### config.mk
export PLATFORM = sky130hd
export DESIGN_NAME = nib_rx
export DESIGN_NICKNAME = d
export VERILOG_FILES = /design/src/rtl/nib_rx_pkg.sv /design/src/rtl/nib_rx_sync.sv /design/src/rtl/nib_rx_timer.sv /design/src/rtl/nib_rx_buf.sv /design/src/rtl/nib_rx.sv
export SDC_FILE = /design/constraint.sdc
export NUM_CORES = 1
export LEC_CHECK = 0
export BUFFER_PORTS_ARGS = -buffer_cell sky130_fd_sc_hd__buf_2
export CORE_MARGIN = 10
export CORE_UTILIZATION = 28
export CTS_CLUSTER_DIAMETER = 30
export DETAILED_ROUTE_END_ITERATION = 8
export PLACE_DENSITY = 0.56
export SLEW_MARGIN = 10
export SYNTH_ARGS = -nofsm -noshare
export SYNTH_HDL_FRONTEND = slang
export SYNTH_SLANG_ARGS = --single-unit
### constraint.sdc
create_clock -name clk -period 3.45 [get_ports clk]
set_input_delay 0 -clock clk [delete_from_list [all_inputs] [get_ports clk]]
set_output_delay 0 -clock clk [all_outputs]
set_load 0.02 [all_outputs]
### src/rtl/nib_rx_pkg.sv
package nib_rx_pkg;

    localparam int NIB_W  = 4;
    localparam int BYTE_W = 2 * NIB_W;

    typedef enum logic [1:0] {
        ST_IDLE  = 2'd0,
        ST_REQ   = 2'd1,
        ST_REL   = 2'd2,
        ST_DRAIN = 2'd3
    } rx_state_e;

    typedef struct packed {
        logic              valid;
        logic [BYTE_W-1:0] data;
    } byte_slot_t;

    function automatic logic [BYTE_W-1:0] join_nibbles(
        input logic [NIB_W-1:0] lo,
        input logic [NIB_W-1:0] hi
    );
        return {hi, lo};
    endfunction

endpackage

### src/rtl/nib_rx_sync.sv
module nib_rx_sync #(
    parameter int          WIDTH   = 5,
    parameter int          STAGES  = 2,
    parameter logic [WIDTH-1:0] RST_VAL = '1
) (
    input  logic             clk,
    input  logic             rst,
    input  logic [WIDTH-1:0] d_in,
    output logic [WIDTH-1:0] d_out
);
    logic [WIDTH-1:0] chain [STAGES];

    for (genvar s = 0; s < STAGES; s++) begin : g_stage
        if (s == 0) begin : g_first
            always_ff @(posedge clk) begin
                if (rst) chain[s] <= RST_VAL;
                else     chain[s] <= d_in;
            end
        end else begin : g_next
            always_ff @(posedge clk) begin
                if (rst) chain[s] <= RST_VAL;
                else     chain[s] <= chain[s-1];
            end
        end
    end

    assign d_out = chain[STAGES-1];
endmodule

### src/rtl/nib_rx_timer.sv
module nib_rx_timer #(
    parameter int TMO_W = 16
) (
    input  logic             clk,
    input  logic             rst,
    input  logic             tick,
    input  logic             en,
    input  logic             clr,
    input  logic [TMO_W-1:0] limit,
    output logic             expired
);
    localparam logic [TMO_W-1:0] CNT_MAX = '1;

    logic [TMO_W-1:0] cnt;

    always_ff @(posedge clk) begin
        if (rst || clr || !en) cnt <= '0;
        else if (tick && cnt != CNT_MAX) cnt <= cnt + 1'b1;
    end

    // Expires on the limit-th tick spent waiting in one phase.
    assign expired = en && tick && (limit != '0) && (cnt >= limit - 1'b1);

    assert_idle_quiet_R6: assert property (@(posedge clk) disable iff (rst)
        !en |=> cnt == '0);
endmodule

### src/rtl/nib_rx_buf.sv
module nib_rx_buf
    import nib_rx_pkg::*;
(
    input  logic              clk,
    input  logic              rst,
    input  logic              load,
    input  logic [BYTE_W-1:0] load_data,
    input  logic              ready,
    output logic              valid,
    output logic [BYTE_W-1:0] data
);
    byte_slot_t slot;

    always_ff @(posedge clk) begin
        if (rst) begin
            slot <= '0;
        end else if (load) begin
            slot.valid <= 1'b1;
            slot.data  <= load_data;
        end else if (slot.valid && ready) begin
            slot.valid <= 1'b0;
        end
    end

    assign valid = slot.valid;
    assign data  = slot.data;

    assert_no_overwrite_R5: assert property (@(posedge clk) disable iff (rst)
        load |-> !slot.valid);
    assert_hold_data_R5: assert property (@(posedge clk) disable iff (rst)
        (slot.valid && !ready) |=> (slot.valid && $stable(slot.data)));
endmodule

### src/rtl/nib_rx.sv
module nib_rx
    import nib_rx_pkg::*;
#(
    parameter int TMO_W       = 16,
    parameter int SYNC_STAGES = 2
) (
    input  logic             clk,
    input  logic             rst,
    input  logic             port_tick,
    input  logic [TMO_W-1:0] tmo_limit,
    input  logic [3:0]       stat_nib,
    input  logic             periph_ack_n,
    output logic             host_req,
    output logic [7:0]       rx_data,
    output logic             rx_valid,
    input  logic             rx_ready,
    output logic             abort_err
);
    localparam int IN_W = NIB_W + 1;

    logic [IN_W-1:0]   sync_q;
    logic              ack_s;
    logic [NIB_W-1:0]  nib_s;

    nib_rx_sync #(
        .WIDTH   (IN_W),
        .STAGES  (SYNC_STAGES),
        .RST_VAL ({1'b1, {NIB_W{1'b0}}})
    ) u_sync (
        .clk   (clk),
        .rst   (rst),
        .d_in  ({periph_ack_n, stat_nib}),
        .d_out (sync_q)
    );

    assign ack_s = sync_q[IN_W-1];
    assign nib_s = sync_q[NIB_W-1:0];

    rx_state_e         state_q, state_d;
    logic              hi_q, hi_d;
    logic [NIB_W-1:0]  lo_q, lo_d;
    logic              load, abort, expired, waiting, advance;
    logic              err_q;

    assign waiting = (state_q == ST_REQ) || (state_q == ST_REL);
    assign advance = (state_d != state_q);

    nib_rx_timer #(.TMO_W(TMO_W)) u_timer (
        .clk     (clk),
        .rst     (rst),
        .tick    (port_tick),
        .en      (waiting),
        .clr     (advance),
        .limit   (tmo_limit),
        .expired (expired)
    );

    nib_rx_buf u_buf (
        .clk       (clk),
        .rst       (rst),
        .load      (load),
        .load_data (join_nibbles(lo_q, nib_s)),
        .ready     (rx_ready),
        .valid     (rx_valid),
        .data      (rx_data)
    );

    always_comb begin
        state_d = state_q;
        hi_d    = hi_q;
        lo_d    = lo_q;
        load    = 1'b0;
        abort   = 1'b0;
        if (port_tick) begin
            unique case (state_q)
                ST_IDLE: begin
                    // A new byte starts only when the output slot is free.
                    if (hi_q || !rx_valid) state_d = ST_REQ;
                end
                ST_REQ: begin
                    if (!ack_s) begin
                        if (hi_q) begin
                            load = 1'b1;
                            hi_d = 1'b0;
                        end else begin
                            lo_d = nib_s;
                            hi_d = 1'b1;
                        end
                        state_d = ST_REL;
                    end else if (expired) begin
                        abort   = 1'b1;
                        hi_d    = 1'b0;
                        state_d = ST_DRAIN;
                    end
                end
                ST_REL: begin
                    if (ack_s) begin
                        state_d = ST_IDLE;
                    end else if (expired) begin
                        abort   = 1'b1;
                        hi_d    = 1'b0;
                        state_d = ST_DRAIN;
                    end
                end
                default: begin
                    if (ack_s) state_d = ST_IDLE;
                end
            endcase
        end
    end

    always_ff @(posedge clk) begin
        if (rst) begin
            state_q <= ST_IDLE;
            hi_q    <= 1'b0;
            lo_q    <= '0;
            err_q   <= 1'b0;
        end else begin
            state_q <= state_d;
            hi_q    <= hi_d;
            lo_q    <= lo_d;
            err_q   <= abort;
        end
    end

    assign host_req  = (state_q == ST_REQ);
    assign abort_err = err_q;

    assert_req_gated_R5: assert property (@(posedge clk) disable iff (rst)
        (host_req && !hi_q) |-> !rx_valid);
    assert_ack_interlock_R4: assert property (@(posedge clk) disable iff (rst)
        (state_q == ST_REL && !ack_s) |=> !host_req);
    assert_abort_quiet_R9: assert property (@(posedge clk) disable iff (rst)
        abort_err |-> !host_req);
    assert_tmo_enabled_R7: assert property (@(posedge clk) disable iff (rst)
        abort_err |-> $past(tmo_limit) != '0);
    assert_tick_gated_R8: assert property (@(posedge clk) disable iff (rst)
        !port_tick |=> $stable(state_q));
endmodule

---- After elaboration in Yosys (flattened, before gate mapping) ----
Memory sizes are Yosys's and may differ from the RTL's.
Cells that the tools add are included.
word-level totals
  bits in registers ....................... 33
  memory bits (writable) .................. 10
  bits of input ports ..................... 25
  output and inout port bits .............. 11
  word-level logic and storage cells ...... 66
  memories kept ........................... 1
memory list
  name          words  bits a word  read ports  clocked after memory_dff  wr ports  RTL line           text
  u_sync.chain  2      5            2           0                         2         nib_rx_sync.sv:11  logic [WIDTH-1:0] chain [STAGES];
operators by class
  $add $sub $neg .......................... 2
  magnitude comparators ................... 1
  equality and inequality tests ........... 5
  mux-type cells .......................... 27
  bitwise gates (word level) .............. 5
  reduce and logical (&&, ||, !) cells .... 18
operators with widths
  operator                                                               count
  16-bit by 1-bit adder with 16-bit output (second input constant)       1
  16-bit greater-or-equal comparator                                     1
  1-bit 2-to-1 mux                                                       16
  16-bit != test (second input constant)                                 1
  16-bit nonzero test                                                    1
  16-bit by 1-bit subtractor with 16-bit output (second input constant)  1
  2-bit 2-to-1 mux                                                       6
  5-bit 2-to-1 mux                                                       2
  2-bit case mux with 3 select lines                                     1
  1-bit logical AND                                                      5
  1-bit logical OR                                                       4
  1-bit case mux with 2 select lines                                     2
  4-bit AND reduction                                                    1
  2-bit nonzero test                                                     2
  1-bit inverter                                                         3
  3-bit AND reduction                                                    1
  2-bit by 1-bit == test with 1-bit output (second input constant)       1
  2-bit == test (second input constant)                                  1
  1-bit zero test                                                        2
  2-bit zero test                                                        1
  2-bit != test                                                          1
  2-bit != test (second input constant)                                  1
  1-bit OR                                                               2
  2-bit OR reduction                                                     1

---- Logic depth before layout (Yosys ltp) ----
Gate-level depths: netlist (run 1).
  depth in word-level cells ............... 12
  depth in mapped cells ................... 14
  gate-level depth less buffers ........... 13

---- By module ----
From an unflattened synthesis (run 1), not the netlist that was laid out.
second synthesis, totals
  cells, all modules ...................... 287
  area total of the unflattened synthesis .. 2536.2 µm²
by module, submodules not included
  module        times used  cells an instance  area an instance (µm²)  seq. area each (µm²)
  nib_rx_timer  1           176                1430.1                  320.3
  nib_rx        1           61                 521.8                   160.2
  nib_rx_buf    1           30                 321.6                   180.2
  nib_rx_sync   1           20                 262.8                   200.2

---- Worst setup path before layout (run 1) ----
Ideal clock, no wire load.
  path kind ............................... in2reg
  start point ............................. input port tmo_limit[3]
  end point ............................... register u_timer.cnt[10]
  library setup time ...................... 0.123 ns
  arrival time ............................ 2.728 ns
  required time ........................... 3.327 ns
  path slack .............................. 0.599 ns
  stages on the path ...................... 12
  path buffers ............................ 1
  path through ............................ or4_4 or3_1 nor3b_1 xnor2_1 ha_1 nand4_1 nor2_1 o21ai_0 and4_1 nor3_2 buf_6 nor3_2
on the way
  word-level cells in the longest chain between the ends .. 10
  elaborated cells between the ends (all ways) .. 13
  classes of those cells .................. add/sub (1); order compare (1); eq/ne (1); mux (5); reduce/logical (5)
RTL lines
  element                                                                                      RTL line                    text
  from (decl)                                                                                  nib_rx.sv:10                input logic [TMO_W-1:0] tmo_limit,
  16-bit by 1-bit subtractor with 16-bit output / 16-bit nonzero test (equally long branches)  nib_rx_timer.sv:22          assign expired = en && tick && (limit != '0) && (cnt >= limit - 1'b1);
  16-bit greater-or-equal comparator / 1-bit logical AND (equally long branches)               nib_rx_timer.sv:22
  1-bit logical AND *                                                                          nib_rx_timer.sv:22
  2-bit 2-to-1 mux *                                                                           nib_rx.sv:90, nib_rx.sv:99
  2-bit 2-to-1 mux, on equally long branches                                                   nib_rx.sv:97, nib_rx.sv:81
  2-bit case mux with 3 select lines *                                                         nib_rx.sv:75                unique case (state_q)
  2-bit 2-to-1 mux *                                                                           nib_rx.sv:74                if (port_tick) begin
  2-bit != test *                                                                              nib_rx.sv:46                assign advance = (state_d != state_q);
  1-bit logical OR * (2 in a row)                                                              nib_rx_timer.sv:17          if (rst || clr || !en) cnt <= '0;
  to (signal assigned)                                                                         nib_rx_timer.sv:18          else if (tick && cnt != CNT_MAX) cnt <= cnt + 1'b1;
  to (decl)                                                                                    nib_rx_timer.sv:14          logic [TMO_W-1:0] cnt;
Every way passes the cells marked *; elsewhere a longest branch is shown, timed or not.
A chain may end at the register's enable or synchronous reset.

---- Final worst setup path (run 1) ----
  start point ............................. input port tmo_limit[3]
  end point ............................... register u_timer.cnt[3]
The elaborated chain is that of the path after synthesis.

==> run metrics, run 1 <==
post-detailed-placement half-perimeter wirelength=4540 um; Clk pwr share=0.346; GRT Overall Usage=0.0888; Port-buffer cells=35; share of post-route cells with drive strength above 1=0.187; placement row count=35; critical path type=input port to flip-flop; via count normalized by instance count=4.96; arrival time of the worst setup path=3.09 ns; Die Outline Area=13,500 sq um; post-route clock period utilization=0.835; XOR/XNOR share of the synthesized area=0.0643; level count of the clock H-tree=2; source of the worst register-to-register timing path=u_timer.cnt[0]; initial cell density of the core=0.284; total wire length=5920 um; DR DRC count=0; setup TNS after final layout=0 ns; Reg-to-Reg End=u_timer.cnt[3]; DR vias=2,246; register bit count reported by yosys=43; cell area after synthesis=2590 sq um; Root Buffer=clkbuf_8; post-synthesis cell count=299; number of diodes added for antenna fixing=0; share of synthesized flip-flops with an asynchronous set or reset=0; post-cts sizing count=0; maximum VDD drop=0.128 mV; arithmetic-cell share of the synthesized area counting full adders, half adders and majority gates=0.106; sequential fraction of design power=0.544; wire length of the first global-routing pass=9880 um; DR iter-0 viols=103; CTS tree=done; path depth of the worst reg2reg path=9; HP Class=input port to flip-flop; count of nets left with antenna violations after detail routing=0; Sw Pwr=239 uW; buffer levels on the longest clock path=2; combinational share of power=0.110; flop-to-flop setup slack=1.18 ns; final cell count without fillers=453; type of origin of the critical path=input port; vias in the first global route=2,161; Post-Route Skew=0.00905 ns; WHS=0.0819 ns; number of clock sinks=43; Syn-to-layout area delta=17.0%; Die Height=116 um; maximum number of pins on one net before global-route repair=29; RD Place Congestion=0.823; status=finished, final reports clean; initial antenna violation count=0; portion of the post-synthesis area used by sequential elements=0.333; mean routed wirelength per cell=13.1 um; Total Nets Final=388; Worst-Skew Late Latency=0.30 ns; internal portion of total power=695 uW; final setup vio count=0; number of warnings issued by yosys=0; max-slew violations=0; number of maximum-capacitance constraint violations=0; Static Leak=1.13 nW; horizontal die dimension=116 um; shortest period the worst path allows=2.88 ns; placed cells=439; number of flops mapped to enable cells by yosys=0; top_reg_cell synth=dfxtp_1; actual slew at the worst max-slew pin=0.657 ns; tightest slew margin relative to the limit=0.558; dominant combinational cell family by area after synthesis=simple AND/OR/NAND/NOR gates; synthesized-area fraction occupied by and/or/nand/nor cells=0.306; Max FO, Critical Path=16; setup repair after global routing missed its margin=no; source of the critical timing path=tmo_limit[3]; maximum clock frequency=347 MHz; Final Hold Fails=0; total iterations of the first detailed-routing run=4; I/O pin total=36; Core Area=9110 sq um; Worst setup endpoint=u_timer.cnt[3]; Synth Area in Compound Gates=0.134; TritonCTS Buffers=5; Synth Area per Inst=8.66 sq um; switching part of the total power=0.256; number of distinct library cells after synthesis=47; post-synth net total=346; proportion of synthesized area in mux cells=0.0271; Worst EP required=3.66 ns; type of element capturing the critical path=flip-flop; Power per Cell Area=308 nW/um^2; Reg clk slew, reported paths=0.08 ns; aggregate global routing overflow=0
[synthesized netlist by cell type, drive strengths merged (2+ instances only)]
master | count | area, sq um
a21o | 2 | 15.0
a31oi | 4 | 40.0
a211oi | 2 | 15.0
mux2i | 7 | 70.1
o21ai | 10 | 53.8
nand2 | 33 | 124
nand3 | 9 | 45.0
a21oi | 19 | 95.1
inv | 9 | 33.8
nand4 | 10 | 62.6
or3 | 2 | 12.5
o21a | 3 | 22.5
and4 | 3 | 26.3
nand2b | 6 | 37.5
ha | 22 | 275
xnor2 | 12 | 105
nor2b | 15 | 93.8
dfxtp | 43 | 861
nor4 | 10 | 62.6
clkbuf | 5 | 18.8
nor2 | 22 | 82.6
xor2 | 7 | 61.3
or2 | 2 | 12.5
nor3 | 22 | 176
nor3b | 2 | 15.0
buf | 3 | 23.8
or4 | 2 | 18.8
[worst max-delay path, stage by stage]
cell	delay [ns]
buf_2	0.13
or4_4	0.56
or3_1	0.44
nor3b_1	0.29
xnor2_1	0.16
ha_1	0.29
nand4_1	0.13
nor2_1	0.08
o21ai_0	0.18
and4_1	0.30
o21ai_2	0.08
buf_4	0.21
nor4_1	0.25
[worst min-delay path by stage]
stage,endpoint,from,cells after the start,slack [ns]
2_1_floorplan,u_sync.chain[0][4],periph_ack_n,1,0.10
3_3_place_gp,u_sync.chain[0][4],periph_ack_n,2,0.19
3_5_place_dp,u_sync.chain[0][4],periph_ack_n,2,0.19
4_1_cts,hi_q,port_tick,2,0.07
5_1_grt,hi_q,port_tick,2,0.09
6_report,hi_q,port_tick,2,0.08
[cell type report]
type | instances | area, sq um
fillers | 970 | 6080
multi-input cells | 239 | 1650
flip-flops and latches | 43 | 861
repair buffers | 43 | 250
well taps | 111 | 139
clock buffers | 5 | 68.8
inverters | 9 | 33.8
clock inverters | 3 | 25.0
[registers in the layout, summed over array words and instances (netlist names)]
register and cells:
abort_err 1, hi_q 1, lo_q 4, state_q 2
u_buf.data 8, u_buf.valid 1, u_sync.chain 10, u_timer.cnt 16
[power groups by stage]
stage                     clock network (mW)  logic (mW)  registers, mW
after floorplan                            0      0.0651          0.517
final                                  0.323       0.103          0.508
after detailed placement                   0      0.0973          0.520
after global routing                   0.361       0.115          0.509
after CTS                              0.342       0.103          0.508
after global placement                     0      0.0953          0.520
[timing repair]
item / CTS / global route
setup buffers: 0 / 0
hold buffers: 6 / 0
endpoints found under the hold margin: 6 / 0
[cells in the final DEF, fill, tap and decap left out, drive strengths merged, types with 3 or more instances in the layout]
| cell type | netlist | layout |
|---|---|---|
| ha | 22 | 22 |
| buf | 3 | 37 |
| a31oi | 4 | 4 |
| clkbuf | 5 | 5 |
| nand4 | 10 | 10 |
| nand2 | 33 | 33 |
| nor2b | 15 | 15 |
| xor2 | 7 | 7 |
| nand3 | 9 | 9 |
| nand2b | 6 | 6 |
| o21a | 3 | 3 |
| nor2 | 22 | 22 |
| mux2i | 7 | 7 |
| nor4 | 10 | 10 |
| nor3 | 22 | 22 |
| inv | 9 | 9 |
| dlygate4sd3 | 0 | 6 |
| xnor2 | 12 | 12 |
| dfxtp | 43 | 43 |
| a21oi | 19 | 19 |
| and4 | 3 | 3 |
| o21ai | 10 | 10 |
[stage by stage]
step / instance area (sq um) / setup slack, ns / power [mW] / util
CTS: 3030 / 0.587 / 0.953 / 0.333
floorplan: 2590 / 0.599 / 0.582 / -
detailed placement: 2880 / 0.256 / 0.617 / 0.316
global placement: 2880 / 0.377 / 0.615 / 0.316
global route: 3030 / 0.275 / 0.985 / 0.333
finish: 3030 / 0.570 / 0.934 / 0.333
[layer usage]
layer  up-vias  share of wire  global-route usage
met5         -              0                   0
met4         0          0.013              0.0284
met3         6          0.056              0.0241
met2        46           0.47               0.152
met1      1034           0.46               0.105
li1       1160              -                   -
[logic make-up after synthesis]
logic type | count (synthesis)
AO/OA/AOI/OAI | 50
XOR/XNOR | 19
adder cells (fa/ha/maj) | 22
buffers and inverters | 17
flip-flops | 43
multiplexers | 7
AND/OR/NAND/NOR | 141
Note: power is estimated with default switching activity, not from simulation.
==> inputs of run 2 (changes only) <==
--- a/config.mk
+++ b/config.mk
@@ -5,6 +5,7 @@
 export SDC_FILE = /design/constraint.sdc
 export NUM_CORES = 1
 export LEC_CHECK = 0
+export ABC_AREA = 1
 export BUFFER_PORTS_ARGS = -buffer_cell sky130_fd_sc_hd__buf_2
 export CORE_MARGIN = 10
 export CORE_UTILIZATION = 28
==> constraint.sdc (replaced) <==
create_clock -name clk -period 2.9 [get_ports clk]
set_input_delay 0 -clock clk [delete_from_list [all_inputs] [get_ports clk]]
set_output_delay 0 -clock clk [all_outputs]
set_load 0.02 [all_outputs]
==> run metrics, run 2 <==
Filler cells=1,011 (+4.2%); final setup vio count=0 (unchanged); maximum number of pins on one net before global-route repair=17 (-41%); synth cell count leaders=nor2_1, inv_1, nand2_1; post-detailed-placement half-perimeter wirelength=4590 um (+1.2%); critical path type=input port to flip-flop; count of nets left with antenna violations after detail routing=0 (unchanged); flop-to-flop setup slack=0.82 ns (-0.36 ns); cell area after synthesis=2690 sq um (+3.7%); Post-Route Skew=0.00330 ns (-0.00576 ns); Power per Cell Area=372 nW/um^2 (+21%); level count of the clock H-tree=2 (unchanged); Port-buffer cells=35 (unchanged); path depth of the worst reg2reg path=15 (+6); number of diodes added for antenna fixing=0 (unchanged); setup TNS after final layout=0 ns (unchanged); WHS=0.0384 ns (-0.0435 ns); leading cell type by number of instances after synthesis=nor2_1; highest-count cells in the layout ignoring fill and taps=nor2_1, inv_1, nand2_1; mean routed wirelength per cell=10.1 um (-22%); placed cells=542 (+23%); share of synthesized flip-flops with an asynchronous set or reset=0 (unchanged); final instance area=3310 sq um (+9.2%); arrival time of the worst setup path=2.80 ns (-0.29 ns); area fraction of the dominant cell type after synthesis=0.321 (-0.0119); total iterations of the first detailed-routing run=4 (unchanged); Die Outline Area=13,900 sq um (+3.1%); DR vias=2,412 (+7.4%); wire length of the first global-routing pass=9900 um (+0.21%); slack of the critical path=0.324 ns (-0.246 ns); Worst EP required=3.12 ns (-0.54 ns); type of element capturing the critical path=flip-flop; number of warnings issued by yosys=0 (unchanged); max-slew violations=0 (unchanged); DR DRC count=0 (unchanged); Tot Pwr=1.23 mW (+32%); count of buffering cells on the critical path with inverters included=3 (+1); launch instance of the worst min-delay path=rst; Crit path depth=23 (+10); post-synth net total=420 (+21%); maximum clock frequency=388 MHz; delay contributed by the slowest stage of the critical path=0.28 ns (-0.28 ns); Final Hold Fails=0 (unchanged); dominant cells by area after synthesis=dfxtp_1, ha_1, nor2_1; via count normalized by instance count=4.31 (-13%); buffer levels on the longest clock path=2 (unchanged); area occupied by multi-input gates=1580 sq um (-4.5%); Static Leak=1.51 nW (+34%); horizontal die dimension=118 um (+1.5%); number of cells on the worst hold path=2 (unchanged); register bit count reported by yosys=43 (unchanged); number of distinct library cells after synthesis=29 (-38%); post-route clock period utilization=0.888; initial antenna violation count=0 (unchanged); Largest regs=u_timer.cnt (16), u_sync.chain (10), u_buf.data (8); HP Class=input port to flip-flop; placement row count=35 (unchanged); share of the core filled with cells in the final layout=0.356 (+0.0236); Worst-Skew Late Latency=0.29 ns (about the same); total wire length=5680 um (-4.0%); worst slack after detailed placement=-0.0427 ns (-0.299 ns); number of flops mapped to enable cells by yosys=0 (unchanged); source of the worst register-to-register timing path=u_timer.cnt[7]; Die Height=118 um (+1.5%); Core Area=9280 sq um (+1.9%); Reg clk slew, reported paths=0.08 ns (about the same); maximum VDD drop=0.236 mV (+85%); final cell count without fillers=560 (+24%); Sequential cell area=861 sq um (unchanged); Total Nets Final=477 (+23%); CTS tree=done; Syn-to-layout area delta=23.2%; most frequent standard cell in the layout excluding fill and tap cells=nor2_1; type of origin of the critical path=input port; critical path's most frequent cell=nand2_1; dominant cell type by area after synthesis=dfxtp_1; placed cell area=3070 sq um (+6.8%); status=finished, final reports clean; setup repair after global routing missed its margin=no; Root Buffer=clkbuf_8; RD Place Congestion=0.818 (-0.64%); worst-path cell chain=buf_2, nor2_1, nand2_1, nor2_1, nand2_1, nor4_2, nand2_1, nor4_2, xor2_1, inv_1, ha_1, a21oi_1, o21ai_0, a21oi_1, nand2_1, nand2_2, nand2_1, nand2_1, nand2_1, nand3_1, nand3_4, buf_12, nor3_1; DR iter-0 viols=144 (+40%); share of post-route cells with drive strength above 1=0.204 (+0.0170); Largest register FFs=16 (unchanged); Synth Area per Inst=7.20 sq um (-17%); aggregate global routing overflow=0 (unchanged); Max FO, Critical Path=10 (-6); shortest period the worst path allows=2.58 ns; number of maximum-capacitance constraint violations=0 (unchanged); library cell contributing the largest single delay on the critical path=ha_1; actual slew at the worst max-slew pin=0.358 ns (-0.299 ns); top_reg_cell synth=dfxtp_1; number of clock sinks=43 (unchanged); initial cell density of the core=0.289 (+0.00501); portion of the post-synthesis area used by sequential elements=0.321 (-0.0119); source of the critical timing path=tmo_limit[1]; TritonCTS Buffers=5 (unchanged); CP top delay family=simple AND/OR/NAND/NOR gates; tightest slew margin relative to the limit=0.759 (+0.201); I/O pin total=36 (unchanged); GRT Overall Usage=0.0819 (-0.00697); post-synthesis cell count=373 (+25%); Biggest register=u_timer.cnt; vias in the first global route=2,245 (+3.9%)
run 2: worst paths after layout:
check / endpoint
worst max register to register: u_timer.cnt[5]
worst min-delay path: u_sync.chain[0][2]
worst min register to register: u_sync.chain[1][2]
worst max-delay path: u_timer.cnt[5]
run 2: layer usage:
metal  routed length [um]  global-route usage  vias up
li1                     -                   -     1293
met3                   93             0.00863        7
met4                   89              0.0325        0
met5                    0                   0        -
met1                 2490              0.0967     1086
met2                 3000               0.147       26
run 2: logic make-up after synthesis:
group / Yosys count / share of synthesized area
xor+xnor: 26 / 0.0848
mux: 1 / 0.00373
fa+ha+maj: 22 / 0.103
simple gates: 181 / 0.326
buf+inv: 66 / 0.0979
flops: 43 / 0.321
compound gates: 34 / 0.0648
run 2: power by group:
| part | total [mW] | internal, mW | switching (mW) |
|---|---|---|---|
| Sequential | 0.604 | 0.599 | 0.00508 |
| Combinational | 0.147 | 0.0638 | 0.0827 |
| Clock | 0.480 | 0.279 | 0.201 |
run 2: repair_timing:
action | 4_1_cts | 5_1_grt
setup buffers | 0 | 4
setup endpoints to repair | 0 | 16
resized for setup | 0 | 3
hold buffers | 6 | 0
hold endpoints to repair | 6 | 0
run 2: final cells by class:
cell class | count | area share
inverters | 62 | 0.0704
repair buffers | 54 | 0.108
clock buffers | 6 | 0.0250
flip-flops and latches | 43 | 0.260
multi-input cells | 264 | 0.477
well taps | 129 | 0.0488
clock inverters | 2 | 0.0106
run 2: worst reg2reg max path, cell delays in order, from the launching register on:
cell,delay [ns]
dfxtp_1,0.41
ha_1,0.27
a21oi_1,0.17
nand2_1,0.07
nor2_1,0.10
nand2_1,0.07
nand2_1,0.06
nand2_1,0.06
nand2_2,0.10
nand2_1,0.06
nand2_1,0.05
nand2_1,0.06
nand3_1,0.11
nand3_4,0.11
buf_12,0.16
nor3_1,0.15
